`src/rtl/cfgser_pkg.sv`:
```
package cfgser_pkg;
   localparam int WORD_W = 24;
   localparam int NREG   = 7;
   localparam int IFA_W  = 4;
   localparam int IFB_W  = 9;
   localparam int IFR_W  = 9;

   typedef struct packed {
      logic [IFA_W-1:0] a;
      logic [IFB_W-1:0] b;
      logic [IFR_W-1:0] r;
   } if_cnt_t;

   // Built-in IF divider sets; reference divider tracks the reference rate
   function automatic if_cnt_t if_preset(input logic [1:0] plan, input logic osc);
      if_cnt_t c;
      c.r = osc ? IFR_W'(164) : IFR_W'(160);
      case (plan)
         2'b01:   begin c.a = IFA_W'(4);  c.b = IFB_W'(191); end
         2'b10:   begin c.a = IFA_W'(9);  c.b = IFB_W'(229); end
         default: begin c.a = IFA_W'(15); c.b = IFB_W'(88);  end
      endcase
      return c;
   endfunction
endpackage

```
`src/rtl/cfgser_front.sv`:
```
module cfgser_front #(
   parameter int WORD_W = 24,
   parameter int SYNC_N = 2
) (
   input  logic              clk,
   input  logic              rst_n,
   input  logic              ser_clk,
   input  logic              ser_dat,
   input  logic              ser_le,
   output logic [WORD_W-1:0] word,
   output logic              commit
);
   localparam int CK_W = SYNC_N + 1;

   if (SYNC_N < 2) begin : g_bad_sync
      $error("cfgser_front: SYNC_N must be at least 2");
   end

   logic [CK_W-1:0]   ck_s, le_s;
   logic [SYNC_N-1:0] dt_s;

   always_ff @(posedge clk or negedge rst_n) begin
      if (!rst_n) begin
         ck_s <= '0;
         le_s <= '0;
         dt_s <= '0;
      end else begin
         ck_s <= {ck_s[CK_W-2:0], ser_clk};
         le_s <= {le_s[CK_W-2:0], ser_le};
         dt_s <= {dt_s[SYNC_N-2:0], ser_dat};
      end
   end

   logic ck_rise, le_lvl;
   assign ck_rise = ck_s[SYNC_N-1] & ~ck_s[SYNC_N];
   assign le_lvl  = le_s[SYNC_N-1];
   assign commit  = le_s[SYNC_N-1] & ~le_s[SYNC_N];

   always_ff @(posedge clk or negedge rst_n) begin
      if (!rst_n)                 word <= '0;
      else if (ck_rise && !le_lvl) word <= {word[WORD_W-2:0], dt_s[SYNC_N-1]};
   end

   // holding word frozen while latch is high
   assert_hold_R4: assert property (@(posedge clk) disable iff (!rst_n)
      le_lvl |=> $stable(word));
endmodule

```
`src/rtl/cfgser_addr.sv`:
```
module cfgser_addr #(
   parameter int WORD_W = 24,
   parameter int NREG   = 7
) (
   input  logic              clk,
   input  logic              rst_n,
   input  logic [WORD_W-1:0] word,
   output logic [NREG-1:0]   hit
);
   if (NREG < 3 || NREG - 1 > WORD_W) begin : g_bad_nreg
      $error("cfgser_addr: NREG out of range for WORD_W");
   end

   // Registers 0..2 use 2-bit codes; register k>=3 uses a k-bit code
   // of a zero followed by k-1 ones, which keeps the set prefix-free.
   for (genvar k = 0; k < NREG; k++) begin : g_dec
      localparam int AW = (k < 3) ? 2 : k;
      localparam logic [AW-1:0] PAT = (k < 3) ? AW'(k) : AW'((1 << (k - 1)) - 1);
      assign hit[k] = (word[AW-1:0] == PAT);
   end

   // prefix code never selects two registers
   assert_prefix_R2: assert property (@(posedge clk) disable iff (!rst_n)
      $onehot0(hit));
endmodule

```
`src/rtl/cfgser_regs.sv`:
```
module cfgser_regs
   import cfgser_pkg::*;
#(
   parameter bit HAS_PRESETS = 1'b1
) (
   input  logic        clk,
   input  logic        rst_n,
   input  logic        ser_clk,
   input  logic        ser_dat,
   input  logic        ser_le,
   input  logic        chip_en,
   output logic        rf_on,
   output logic        if_on,
   output logic        dflt_sel,
   output logic        band_sel,
   output logic        lock_det_en,
   output logic        spur_fix,
   output logic [3:0]  rf_b,
   output logic [2:0]  rf_a,
   output logic [10:0] rf_frac,
   output logic [1:0]  if_plan,
   output logic        osc_sel,
   output logic [1:0]  spur_mode,
   output logic [1:0]  out_pwr,
   output logic [1:0]  pump_cur,
   output logic [1:0]  bw_dur,
   output logic [1:0]  bw_crl,
   output logic        bw_en,
   output logic [1:0]  vco_cur,
   output logic [IFA_W-1:0] if_a,
   output logic [IFB_W-1:0] if_b,
   output logic [IFR_W-1:0] if_r,
   output logic [15:0] tst_word
);
   localparam int T = WORD_W - 1;

   if (WORD_W < 24) begin : g_bad_word
      $error("cfgser_regs: field map needs WORD_W >= 24");
   end

   logic [WORD_W-1:0] word;
   logic              commit;
   logic [NREG-1:0]   hit;

   cfgser_front #(.WORD_W(WORD_W), .SYNC_N(2)) u_front (
      .clk(clk), .rst_n(rst_n), .ser_clk(ser_clk), .ser_dat(ser_dat),
      .ser_le(ser_le), .word(word), .commit(commit));

   cfgser_addr #(.WORD_W(WORD_W), .NREG(NREG)) u_addr (
      .clk(clk), .rst_n(rst_n), .word(word), .hit(hit));

   logic rf_en_b, if_en_b;
   logic [IFA_W-1:0] usr_a;
   logic [IFB_W-1:0] usr_b;
   logic [IFR_W-1:0] usr_r;

   logic [IFA_W-1:0] new_a;
   logic [IFB_W-1:0] new_b;
   logic [IFR_W-1:0] new_r;
   assign new_a = word[T -: IFA_W];
   assign new_b = word[T-IFA_W -: IFB_W];
   assign new_r = word[T -: IFR_W];

   logic wr0, wr1, wr2, wr3, wr4, wr5, wr6;
   assign wr0 = commit & hit[0];
   assign wr1 = commit & hit[1];
   assign wr2 = commit & hit[2];
   assign wr3 = commit & hit[3];
   assign wr4 = commit & hit[4] & ~dflt_sel & (new_b != '0)
              & ({{(IFB_W-IFA_W){1'b0}}, new_a} < new_b);
   assign wr5 = commit & hit[5] & ~dflt_sel & (new_r >= IFR_W'(2));
   assign wr6 = commit & hit[6] & ~dflt_sel;

   always_ff @(posedge clk or negedge rst_n) begin
      if (!rst_n) begin
         {dflt_sel, band_sel, lock_det_en, spur_fix} <= 4'b1010;
         rf_b <= 4'd11; rf_a <= 3'd2; rf_frac <= 11'd1104;
      end else if (wr0) begin
         {dflt_sel, band_sel, lock_det_en, spur_fix} <= word[T -: 4];
         rf_b    <= word[T-4 -: 4];
         rf_a    <= word[T-8 -: 3];
         rf_frac <= word[T-11 -: 11];
      end
   end

   always_ff @(posedge clk or negedge rst_n) begin
      if (!rst_n) begin
         if_plan <= 2'b10; osc_sel <= 1'b0; spur_mode <= 2'b10;
         out_pwr <= 2'b00; rf_en_b <= 1'b1; if_en_b <= 1'b1;
      end else if (wr1) begin
         if_plan   <= word[T -: 2];
         osc_sel   <= word[T-2];
         spur_mode <= word[T-3 -: 2];
         out_pwr   <= word[T-5 -: 2];
         rf_en_b   <= word[T-7];
         if_en_b   <= word[T-8];
      end
   end

   always_ff @(posedge clk or negedge rst_n) begin
      if (!rst_n) begin
         pump_cur <= 2'b00;
         bw_dur <= 2'b00; bw_crl <= 2'b00; bw_en <= 1'b1; vco_cur <= 2'b11;
      end else begin
         if (wr2) pump_cur <= word[T -: 2];
         if (wr3) begin
            bw_dur  <= word[T -: 2];
            bw_crl  <= word[T-2 -: 2];
            bw_en   <= word[T-4];
            vco_cur <= word[T-5 -: 2];
         end
      end
   end

   always_ff @(posedge clk or negedge rst_n) begin
      if (!rst_n) begin
         usr_a <= IFA_W'(9); usr_b <= IFB_W'(229); usr_r <= IFR_W'(160);
         tst_word <= '0;
      end else begin
         if (wr4) begin usr_a <= new_a; usr_b <= new_b; end
         if (wr5) usr_r <= new_r;
         if (wr6) tst_word <= word[T -: 16];
      end
   end

   if_cnt_t eff, usr;
   assign usr = '{a: usr_a, b: usr_b, r: usr_r};

   if (HAS_PRESETS) begin : g_preset
      always_comb eff = dflt_sel ? if_preset(if_plan, osc_sel) : usr;
   end else begin : g_user_only
      assign eff = usr;
   end

   assign if_a = eff.a;
   assign if_b = eff.b;
   assign if_r = eff.r;

   assign rf_on = chip_en & rf_en_b;
   assign if_on = chip_en & if_en_b;

   // locked user registers while presets are selected
   assert_locked_R5: assert property (@(posedge clk) disable iff (!rst_n)
      (commit && dflt_sel) |=> $stable({usr_a, usr_b, usr_r, tst_word}));

   // stored user divider values always legal
   assert_range_R9: assert property (@(posedge clk) disable iff (!rst_n)
      (usr_b != '0) && ({{(IFB_W-IFA_W){1'b0}}, usr_a} < usr_b) && (usr_r >= IFR_W'(2)));

   // nothing changes without a decoded commit
   assert_quiet_R3: assert property (@(posedge clk) disable iff (!rst_n)
      !(commit && (|hit)) |=> $stable({dflt_sel, band_sel, lock_det_en, spur_fix, rf_b,
         rf_a, rf_frac, if_plan, osc_sel, spur_mode, out_pwr, rf_en_b, if_en_b,
         pump_cur, bw_dur, bw_crl, bw_en, vco_cur, usr_a, usr_b, usr_r, tst_word}));
endmodule

```
`config.mk`:
```
export PLATFORM = sky130hd
export DESIGN_NAME = cfgser_regs
export DESIGN_NICKNAME = d
export VERILOG_FILES = /design/src/rtl/cfgser_pkg.sv /design/src/rtl/cfgser_front.sv /design/src/rtl/cfgser_addr.sv /design/src/rtl/cfgser_regs.sv
export SDC_FILE = /design/constraint.sdc
export NUM_CORES = 1
export LEC_CHECK = 0
export ABC_AREA = 1
export BUFFER_PORTS_ARGS = -buffer_cell sky130_fd_sc_hd__buf_2
export CAP_MARGIN = 40
export CORE_MARGIN = 2
export CORE_UTILIZATION = 45
export CTS_CLUSTER_DIAMETER = 80
export DETAILED_ROUTE_END_ITERATION = 6
export PLACE_DENSITY = 0.79
export SKIP_CTS_REPAIR_TIMING = 1
export SLEW_MARGIN = 20
export SYNTH_ARGS = -nofsm -noshare
export SYNTH_HDL_FRONTEND = slang
export SYNTH_SLANG_ARGS = --single-unit
```
`constraint.sdc`:
```
create_clock -name clk -period 1.5 [get_ports clk]
set_input_delay 0.075 -clock clk [delete_from_list [all_inputs] [get_ports clk]]
set_output_delay 0.075 -clock clk [all_outputs]
set_load 0.005 [all_outputs]
```
* Word level (Yosys, flattened, before mapping) *
Cells that the tools add are included.

word-level totals
  word-level logic and storage cells = 63
  flip-flop bits (word level) = 110
  output and inout bits = 78
  input port bits = 6

cells by class
  bitwise gates (word level) = 20
  reductions and logical operators = 4
  magnitude comparators = 2
  muxes and demuxes = 3
  equal/unequal tests = 8

operators with widths
  kind                count
  $pmux 13 s2         1
  $mux 22             1
  $and 1x1->1         17
  $ge 9x2->1 const B  1
  $lt 4x9->1          1
  $reduce_bool 9->1   1
  $eq 6x5->1 const B  1
  $eq 5x4->1 const B  1
  $eq 2x1->1 const B  2
  $eq 2x2->1 const B  2
  $eq 4x3->1 const B  1
  $eq 3x2->1 const B  1
  $mux 3              1
  $not 1->1           3
  $logic_not 2->1     1
  $logic_and 1x1->1   1
  $logic_not 1->1     1

* Longest topological paths before layout *
Gate-level depths: netlist of run 1.

  word-level depth = 6
  mapped depth = 13
  depth with buffers taken out = 12

* Hierarchy *
Synthesis of run 1 repeated with hierarchy kept, for this count alone.

unflattened totals
  cells, all modules = 505
  area, all modules = 4,689.5 µm²

by module, submodules not included
  module        area an instance (µm²)  cells each  instances
  cfgser_regs   3,395.8                 371         1
  cfgser_front  1,222.4                 117         1
  cfgser_addr   71.3                    17          1

* Least setup slack after synthesis of run 1 *
OpenSTA, ideal clock, no wires.

  path type = reg-to-reg
  start point = register u_front.word[13]
  end point = register usr_a[1]
  slack = 0.031 ns
  buffers on the path = 1
  stages on the path, launching flop included = 13
  data arrival time = 1.404 ns
  path through = dfrtp_1 -> inv_1 -> ha_1 -> nand2_1 -> nand2_1 -> inv_1 -> nand2_1 -> nand2_1 -> nand2_1 -> nand2_1 -> buf_2 -> nand3_1 -> nand2_1

on the way
  longest elaborated chain between the ends = 3
  elaborated cells on any way between the ends = 4
  those cells by class = order compare (1); bitwise (2); reduce/logical (1)

ends and longest elaborated chain
  element                                             RTL line            RTL
  start: declaration                                  cfgser_front.sv:10  output logic [WORD_W-1:0] word,
  start signal: assignment                            cfgser_front.sv:41  else if (ck_rise && !le_lvl) word <= {word[WORD_W-2:0], dt_s[SYNC_N-1]};
  branches (longest 2 deep; another with $lt 4x9->1)  --
  $and 1x1->1 *                                       cfgser_regs.sv:70   & ({{(IFB_W-IFA_W){1'b0}}, new_a} < new_b);
  end signal: assignment                              cfgser_regs.sv:120  if (wr4) begin usr_a <= new_a; usr_b <= new_b; end
  end: declaration                                    cfgser_regs.sv:53   logic [IFA_W-1:0] usr_a;

Mark *: on every way between the ends.
A chain may end at the register's enable or synchronous reset.

* Worst setup path after layout of run 1 *
  start point = register if_plan[1]
  end point = output if_b[6]

on the way
  longest elaborated chain between the ends = 3
  elaborated cells on any way between the ends = 4
  those cells by class = eq/ne (2); mux (2)

ends and longest elaborated chain
  element                                          RTL line            RTL
  start: declaration                               cfgser_regs.sv:21   output logic [1:0] if_plan,
  start signal: assignment                         cfgser_regs.sv:91   if_plan <= word[T -: 2];
  $eq 2x2->1 / $eq 2x1->1 (equally long branches)  cfgser_pkg.sv:18    case (plan)
  $pmux 13 s2 *                                    cfgser_pkg.sv:18
  $mux 22 *                                        cfgser_regs.sv:130  always_comb eff = dflt_sel ? if_preset(if_plan, osc_sel) : usr;
  end: declaration                                 cfgser_regs.sv:31   output logic [IFB_W-1:0] if_b,

Mark *: on every way between the ends. The rest lies on a longest branch, timed or not.

==> metrics.yaml, run 1 <==
clock_network:
  h-tree-depth: 3
  cts_tree: "built"
  cts.reportedPaths.clkPinSlew_ns: 0.09
  numCtsBuffers: 9
  cts_buffer_depth: 2
  cts_sinks: 110
  cts_root_buf: "clkbuf_8"
  clock_latency_ns: 0.36
worst_setup_path:
  required_ns: 1.42
  crit_arrival_ns: 1.55
  worstPathCellList: "inv_2, ha_2, or2_4, nand2_1, buf_2"
  critPathMaxStageDelay_ns: 0.58
  crit_path_end_kind: "primary output"
  reg2reg_slack_ns: -0.02
  slowest_stage: "dfstp_2"
  crit_fanout: 4
  path_class: "flip-flop to primary output"
  critPathLaunchType: "flip-flop"
sta:
  rsz0062_at_grt: "true"
  fin_crit_sh: 1.09
  period_needed_ns: 1.63
  finalSetupViolations: 17
  max_freq_mhz: 614
  layout_setup_ws_ns: -0.129
  max_slew_margin: 0.617
  drv_slew: 0
  hold_viol: 0
  tightestPinTransition_ns: 0.575
  skew_ns: 0.00719
placed_design:
  dpl_cell_area_mm2: 0.00522
  place_congestion: 0.863
  portBuffers: 83
  dp_cells: 712
  dpl_worst_slack_ns: -0.0916
  dpl.hpwl_um: 6890
finish:
  final_common_cell: "nand2_1"
  final_cell_area_mm2: 0.00567
  syn2layout_area_growth_pct: 24.9
  stdcell_count: 738
  nFillCells: 870
  final_nets: 613
  final_cell_mix: "nand2_1 (151), dfrtp_1 (85), buf_2 (82)"
  antenna_cells: 0
  layout-drive-gt1-share: 0.357
  register_area_mm2: 0.00278
  multi_input_area_mm2: 0.00168
detailed_routing:
  viasPerCell: 4.97
  drc: 0
  drt_iter0_drc: 315
  drt_pass1_iterations: 4
  final_antenna_net_count: 0
  vias: 3670
  wl_per_cell_um: 14.2
  routed_wl_um: 10500
outcome:
  status: "finished, violations left"
  violations: "setup timing"
global_route:
  grt_max_degree: 111
  grt_pass1_vias: 3348
  gr-total-overflow: 0
  grt_pass1_wl_um: 16300
  antenna_found_initial: 0
  grt.total_usage: 0.185
synth:
  synth_cells: 492
  synth.net_count: 504
  synth_edf_count: 0
  ys_ff_latch: 110
  syn_avg_cell_area_um2: 9.23
  ys_seq_area_frac: 0.613
  ys.flop_type: "dfrtp_1"
  synth_cell_type_count: 27
  async_flop_share: 1.00
  yosysWarnings: 0
  syn-cell-area_mm2: 0.00454
die:
  dieArea_mm2: 0.0109
  rows: 36
  core_area_mm2: 0.00977
  dieHeight_um: 104
  die_w_um: 104
  io_pins: 84
  start_util: 0.465
pwr:
  p_int_uw: 4140
  cellLeakagePower_uw: 0.00293
  p_total_uw: 5520
  ir_drop_uv: 621
  combPwrFrac: 0.100
  seqPwrFrac: 0.588
  swShare: 0.251
  pwr-share-clk: 0.313
  p_sw_uw: 1390
  power.density_mw_per_mm2: 974
flow_run:
  maxCapViolCount: 0
min_path:
  min_path_type: "input port to async pin"
-- worst max-delay path: cells and delay by family, from the launching register on --
| kind | cells | cell delay, ns |
|---|---|---|
| fa+ha+maj | 1 | 0.16 |
| buf+inv | 2 | 0.15 |
| flops | 1 | 0.58 |
| simple gates | 2 | 0.30 |
-- per-layer routing --
metal / GRT usage / up-vias / share of wire
li1: - / 1775 / -
met1: 0.252 / 1782 / 0.44
met2: 0.289 / 90 / 0.48
met3: 0.0382 / 23 / 0.050
met4: 0.0811 / 0 / 0.029
met5: 0 / - / 0
-- logic make-up after synthesis --
| family | count (synthesis) | synth area share |
|---|---|---|
| and+or+nand+nor | 223 | 0.207 |
| DFF | 110 | 0.613 |
| AOI/OAI and AO/OA | 90 | 0.107 |
| buffers and inverters | 63 | 0.0570 |
| adders and majority gates | 6 | 0.0165 |
-- worst paths after layout --
path,start,endpoint,cells past startpoint
setup / recovery,if_plan[1]$_DFFE_PN1P_,if_b[6],5
hold reg to reg,u_front.le_s[0]$_DFF_PN0_,u_front.le_s[1]$_DFF_PN0_,0
max in group asynchronous,rst_n,vco_cur[0]$_DFFE_PN1P_,3
hold / removal,rst_n,u_front.le_s[0]$_DFF_PN0_,3
setup reg to reg,u_front.word[22]$_DFFE_PN0P_,usr_a[3]$_DFFE_PN1P_,9
min in group clk,ser_dat,u_front.dt_s[0]$_DFF_PN0_,2
-- sequential cells by signal (all words and copies together) (netlist names), 4 cells and up --
register / flops
usr_b: 9
u_front.word: 24
usr_r: 9
tst_word: 16
rf_frac: 11
rf_b: 4
usr_a: 4
-- through the flow --
| step | hold WS, ns | setup TNS (ns) | util |
|---|---|---|---|
| CTS | -0.211 | -3.28 | 0.553 |
| global placement | 0.183 | -0.00667 | 0.534 |
| finish | 0.292 | -1.15 | 0.580 |
| floorplan | -0.221 | 0 | - |
| detailed placement | 0.184 | -0.889 | 0.534 |
| global route | 0.339 | -3.14 | 0.580 |
-- synth_stat cells (2+ instances only) --
| cell type | count | area, um2 |
|---|---|---|
| nand2_1 | 165 | 619 |
| dfrtp_1 | 85 | 2130 |
| o21ai_0 | 62 | 310 |
| inv_1 | 42 | 158 |
| dfstp_2 | 25 | 657 |
| nor2_1 | 23 | 86.3 |
| nand3_1 | 17 | 85.1 |
| o21ai_1 | 16 | 80.1 |
| clkbuf_1 | 11 | 41.3 |
| o21ai_2 | 9 | 78.8 |
| buf_2 | 6 | 30.0 |
| ha_1 | 6 | 75.1 |
| nand2_2 | 4 | 25.0 |
| or2_2 | 4 | 25.0 |
| a21oi_1 | 3 | 15.0 |
| buf_6 | 2 | 22.5 |
| nor2_4 | 2 | 22.5 |
-- layout make-up --
type	count	area share
Clock inverter	4	0.00838
Clock buffer	11	0.0249
Inverter	43	0.0289
Sequential cell	110	0.491
Timing Repair Buffer	115	0.121
Multi-Input combinational cell	322	0.296
Tap cell	133	0.0293
-- power by group through the flow --
stage	combinational, uW	clock (uW)	sequential [uW]
after floorplan	277	0	3290
after global placement	496	0	3280
after detailed placement	516	0	3290
after CTS	517	1770	3240
after global routing	633	1910	3270
final	552	1730	3250
Power figures use the tool's default switching activity.
==> run 2: changes to the inputs <==
SYNTH_HIERARCHICAL = 1   (was not set)
==> run 2 against run 1 <==
- the flow still finishes with violations (setup timing)
- count of clock-buffer cells in the layout is the same
- critical path depth stayed put
- global-route usage rose by 2.0 points
- clock power is 9% higher
- register-to-register slack worse by 0.06 ns
- core utilization up 1.9 points
- synthesized cell count rose by 2.6%
- sequential share of layout area decreased by 3.6 points
- routed wire length rose by 17%
- setup slack worse by 0.075 ns
- first-iteration DRC count rose by 11%
- total power up 0.27%
- largest power group unchanged
- highest routed layer unchanged
==> metrics.yaml, run 2 <==
outcome:
  status: "finished, violations left"
  violations: "setup timing"
die:
  dieHeight_um: 106
  die_w_um: 106
  rows: 37
  start_util: 0.458
  dieArea_mm2: 0.0113
  io_pins: 84
  core_area_mm2: 0.0102
sta:
  fin_crit_sh: 1.14
  finalSetupViolations: 28
  period_needed_ns: 1.70
  hold_viol: 0
  rsz0062_at_grt: "true"
  max_slew_margin: 0.660
  tightestPinTransition_ns: 0.510
  skew_ns: 0.00950
  layout_setup_ws_ns: -0.204
  max_freq_mhz: 587
  drv_slew: 0
placed_design:
  dpl.hpwl_um: 8090
  portBuffers: 83
  place_congestion: 0.881
worst_setup_path:
  r2r_end: "usr_b[8]$_DFFE_PN0P_"
  path_class: "flip-flop to primary output"
  critPathMaxStageDelay_ns: 0.61
  slowest_stage: "dfstp_2"
  reg2reg_depth: 11
  r2r-start: "u_front/word[13]$_DFFE_PN0P_"
  worstPathCellList: "inv_2, ha_4, or2_4, o21ai_2, buf_2"
  reg2reg_slack_ns: -0.08
  required_ns: 1.42
  crit_path_end_kind: "primary output"
  crit_arrival_ns: 1.63
  crit_fanout: 4
  critPathLaunchType: "flip-flop"
synth:
  syn-cell-area_mm2: 0.00469
  synth.net_count: 517
  post-synth-top-count-cell: "nand2_1"
  ys.flop_type: "dfrtp_1"
  synth_edf_count: 0
  async_flop_share: 1.00
  synth_area_leader_cell: "dfrtp_1"
  ys_seq_area_frac: 0.594
  synth_top_area_share: 0.454
  ys_top_cells_by_count: "nand2_1 (163), dfrtp_1 (85), o21ai_0 (61)"
  yosysWarnings: 6
  synth_cells: 505
  syn_avg_cell_area_um2: 9.29
  synthTopCellsByArea: "dfrtp_1 (45%), dfstp_2 (14%), nand2_1 (13%), o21ai_0 (6.5%), inv_1 (3.4%)"
  ys_ff_latch: 110
  synth_cell_type_count: 24
detailed_routing:
  final_antenna_net_count: 0
  drc: 0
  routed_wl_um: 12200
  vias: 3943
  wl_per_cell_um: 15.8
  drt_pass1_iterations: 6
  drt_iter0_drc: 350
  viasPerCell: 5.13
pwr:
  p_total_uw: 5540
  power.density_mw_per_mm2: 904
  cellLeakagePower_uw: 0.00315
  ir_drop_uv: 823
finish:
  final_core_util: 0.599
  layout-drive-gt1-share: 0.376
  largest_reg_flops: 24
  antenna_cells: 0
  largest-register: "u_front/word"
  nFillCells: 844
  final_cell_mix: "nand2_1 (157), dfrtp_1 (83), buf_2 (80)"
  top_regs: "u_front/word (24), tst_word (16), rf_frac (11)"
  final_nets: 640
  syn2layout_area_growth_pct: 30.7
  final_common_cell: "nand2_1"
global_route:
  busiest_layer: "met2"
  grt_util_met1: 0.272
  use_met2: 0.342
  grt.total_usage: 0.206
  grt_max_degree: 38
  grt_pass1_wl_um: 18200
  grt_util_met3: 0.0399
  antenna_found_initial: 0
  grt_pass1_vias: 3659
  gr-total-overflow: 0
clock_network:
  cts_sinks: 110
  cts_root_buf: "clkbuf_8"
  cts_tree: "built"
  numCtsBuffers: 9
  clock_latency_ns: 0.38
  cts_buffer_depth: 2
  cts.reportedPaths.clkPinSlew_ns: 0.10
  h-tree-depth: 3
min_path:
  min_path_type: "input port to async pin"
flow_run:
  maxCapViolCount: 0
-- run 2: cell types whose count changed in the layout (fill, tap and decap cells not counted), sizes merged, moves of 2 or more --
cell,previous run,this run
nor2,26,24
o21bai,0,14
clkbuf,11,14
nand2,173,168
o21ai,87,70
a21oi,3,1
nor3,3,0
mux2,0,6
nand4,2,25
nand3,17,2
inv,43,53
buf,111,128
-- run 2: area by class of cell --
class,count,area (um2),area share
well taps,136,170,0.0278
repair buffers,135,990,0.162
clock buffers,11,151,0.0247
inverters,52,200,0.0327
multi-input cells,320,1760,0.288
clock inverters,5,65.1,0.0106
flip-flops and latches,110,2790,0.455
-- run 2: kinds of logic (layout without fill, tap and decap cells) --
family | count (synthesis) | in the layout | share of synthesized area
and+or+nand+nor | 222 | 223 | 0.203
adders and majority gates | 6 | 6 | 0.0160
DFF | 110 | 110 | 0.594
AOI/OAI and AO/OA | 85 | 85 | 0.101
muxes | 6 | 6 | 0.0144
buffers and inverters | 76 | 203 | 0.0726
-- run 2: how the worst max path moves through the flow --
stage,depth (start not counted),from,to
floorplan,9,u_front/le_s[1]$_DFF_PN0_,usr_a[1]$_DFFE_PN0P_
global placement,11,u_front/word[13]$_DFFE_PN0P_,usr_b[8]$_DFFE_PN0P_
detailed placement,11,u_front/word[13]$_DFFE_PN0P_,usr_b[8]$_DFFE_PN0P_
CTS,5,if_plan[1]$_DFFE_PN1P_,if_b[6]
global route,5,if_plan[1]$_DFFE_PN1P_,if_a[0]
finish,5,if_plan[1]$_DFFE_PN1P_,if_a[0]
-- run 2: report_power, final --
| group | switching (uW) | total, uW | internal [uW] |
|---|---|---|---|
| combinational | 275 | 470 | 196 |
| sequential | 88.4 | 3180 | 3090 |
| clock | 1010 | 1890 | 878 |
-- run 2: stage by stage --
stage          std cells  instance area, um2  hold slack (ns)  setup TNS, ns  setup slack (ns)
6_report             769                6130            0.200          -2.05            -0.204
3_5_place_dp         739                5500           0.0754         -0.338           -0.0563
5_1_grt              769                6130            0.263          -4.18            -0.272
3_3_place_gp         739                5500           0.0739              0            0.0333
2_1_floorplan        505                4700           -0.221              0            0.0154
4_1_cts              755                5720           -0.328          -3.37            -0.295
-- run 2: worst max-delay path: cells and delay by family, from the launching register on --
| kind | cells | cell delay (ns) |
|---|---|---|
| flip-flops | 1 | 0.61 |
| AO/OA/AOI/OAI | 1 | 0.06 |
| adder cells (fa/ha/maj) | 1 | 0.15 |
| AND/OR/NAND/NOR | 1 | 0.24 |
| buffers and inverters | 2 | 0.19 |
-- run 2: routing by layer --
metal,vias up,wire length (um),part of all wire
li1,1862,-,-
met5,-,0,0
met4,0,253,0.021
met3,25,702,0.058
met2,154,6310,0.52
met1,1902,4920,0.40
==> run 3: changes to the inputs <==
CORE_ASPECT_RATIO = 0.8   (was not set)
==> run 3 against run 2 <==
- the flow still finishes with violations (setup timing)
- non-clock buffer count decreased by 9
- clock power grew 28%
- global-route usage is 0.22 points higher
- via count decreased by 2.0%
- design area down 1.8%
- die area is essentially flat
- worst hold slack worse by 0.055 ns
- clock skew shrank 0.0015 ns
- sequential power hardly changed
- setup slack improved by 0.059 ns
- critical endpoint unchanged
- largest power group unchanged
==> metrics.yaml, run 3 (synthesized netlist as in run 2, its figures left out) <==
flow_run:
  maxCapViolCount: 0
global_route:
  gr-total-overflow: 0
  antenna_found_initial: 0
  grt.total_usage: 0.208
  grt_pass1_wl_um: 18400
  grt_max_degree: 56
  grt_pass1_vias: 3712
sta:
  layout_setup_ws_ns: -0.145
  tightestPinTransition_ns: 0.546
  skew_ns: 0.00804
  finalSetupViolations: 21
  whs_ns: 0.146
  max_freq_mhz: 608
  period_needed_ns: 1.64
  max_slew_margin: 0.635
  fin_crit_sh: 1.10
  hold_viol: 0
  rsz0062_at_grt: "true"
  drv_slew: 0
finish:
  multi_input_area_mm2: 0.00172
  layout-drive-gt1-share: 0.354
  final_nets: 632
  syn2layout_area_growth_pct: 28.3
  stdcell_count: 765
  nFillCells: 866
  register_area_mm2: 0.00279
  largest-register: "u_front/word"
  largest_reg_flops: 24
  antenna_cells: 0
  final_common_cell: "nand2_1"
  final_cell_mix: "nand2_1 (157), dfrtp_1 (84), buf_2 (80)"
  top_regs: "u_front/word (24), tst_word (16), rf_frac (11)"
detailed_routing:
  wl_per_cell_um: 15.2
  drt_iter0_drc: 310
  vias: 3865
  drc: 0
  final_antenna_net_count: 0
  drt_pass1_iterations: 4
  viasPerCell: 5.05
  routed_wl_um: 11600
worst_setup_path:
  crit_path_end_kind: "primary output"
  critPathLaunchType: "flip-flop"
  crit_fanout: 4
  path_class: "flip-flop to primary output"
  reg2reg_depth: 8
  r2r_end: "usr_b[4]$_DFFE_PN0P_"
  crit_arrival_ns: 1.57
  reg2reg_slack_ns: -0.04
  required_ns: 1.42
  r2r-start: "u_front/le_s[1]$_DFF_PN0_"
pwr:
  cellLeakagePower_uw: 0.00310
  ir_drop_uv: 537
  power.density_mw_per_mm2: 1000
  p_total_uw: 6030
die:
  dieArea_mm2: 0.0113
  start_util: 0.460
  die_w_um: 118
  core_area_mm2: 0.0102
  rows: 33
  dieHeight_um: 95.3
  io_pins: 84
clock_network:
  cts_buffer_depth: 2
  cts_root_buf: "clkbuf_16"
  h-tree-depth: 3
  numCtsBuffers: 9
  clock_latency_ns: 0.35
  cts_sinks: 110
  cts.reportedPaths.clkPinSlew_ns: 0.08
  cts_tree: "built"
placed_design:
  dpl.hpwl_um: 7620
  place_congestion: 0.835
  portBuffers: 83
  dp_cells: 738
  dpl_worst_slack_ns: -0.0540
outcome:
  violations: "setup timing"
  status: "finished, violations left"
min_path:
  min_path_type: "input port to async pin"
run 3: layer usage:
layer / share of wire / GRT usage
met1: 0.45 / 0.282
met2: 0.48 / 0.340
met3: 0.064 / 0.0574
met4: 0.0069 / 0.0442
met5: 0 / 0
run 3: how the worst max path moves through the flow:
stage,from,end,depth (start not counted)
6_report,if_plan[1]$_DFFE_PN1P_,if_a[0],5
5_1_grt,if_plan[1]$_DFFE_PN1P_,if_a[0],5
4_1_cts,if_plan[1]$_DFFE_PN1P_,if_a[0],5
3_5_place_dp,u_front/word[13]$_DFFE_PN0P_,usr_b[1]$_DFFE_PN0P_,11
3_3_place_gp,u_front/word[14]$_DFFE_PN0P_,usr_b[5]$_DFFE_PN1P_,11
2_1_floorplan,u_front/le_s[1]$_DFF_PN0_,usr_a[1]$_DFFE_PN0P_,9
run 3: power by group:
| part | switching (uW) | internal [uW] | total, uW |
|---|---|---|---|
| clock | 1210 | 1200 | 2410 |
| sequential | 92.0 | 3090 | 3180 |
| combinational | 262 | 173 | 435 |
run 3: metrics by stage:
stage | TNS, ns | utilization | area, um2
CTS | -2.87 | 0.564 | 5750
global placement | 0 | 0.534 | 5450
finish | -1.07 | 0.590 | 6020
global route | -3.60 | 0.590 | 6020
floorplan | 0 | - | 4700
detailed placement | -0.369 | 0.534 | 5450
run 3: cell type report:
class | instances | share of cell area
sequential | 110 | 0.463
multi-input combinational | 321 | 0.286
timing repair buffer | 126 | 0.138
clock buffer | 9 | 0.0374
inverter | 52 | 0.0333
tap | 140 | 0.0291
clock inverter | 7 | 0.0135
run 3: worst max-delay path, stage by stage (launching register included):
cell and delay (ns):
dfstp_2 0.58, inv_2 0.05, ha_2 0.16, or2_4 0.25, o21ai_2 0.06, buf_2 0.12
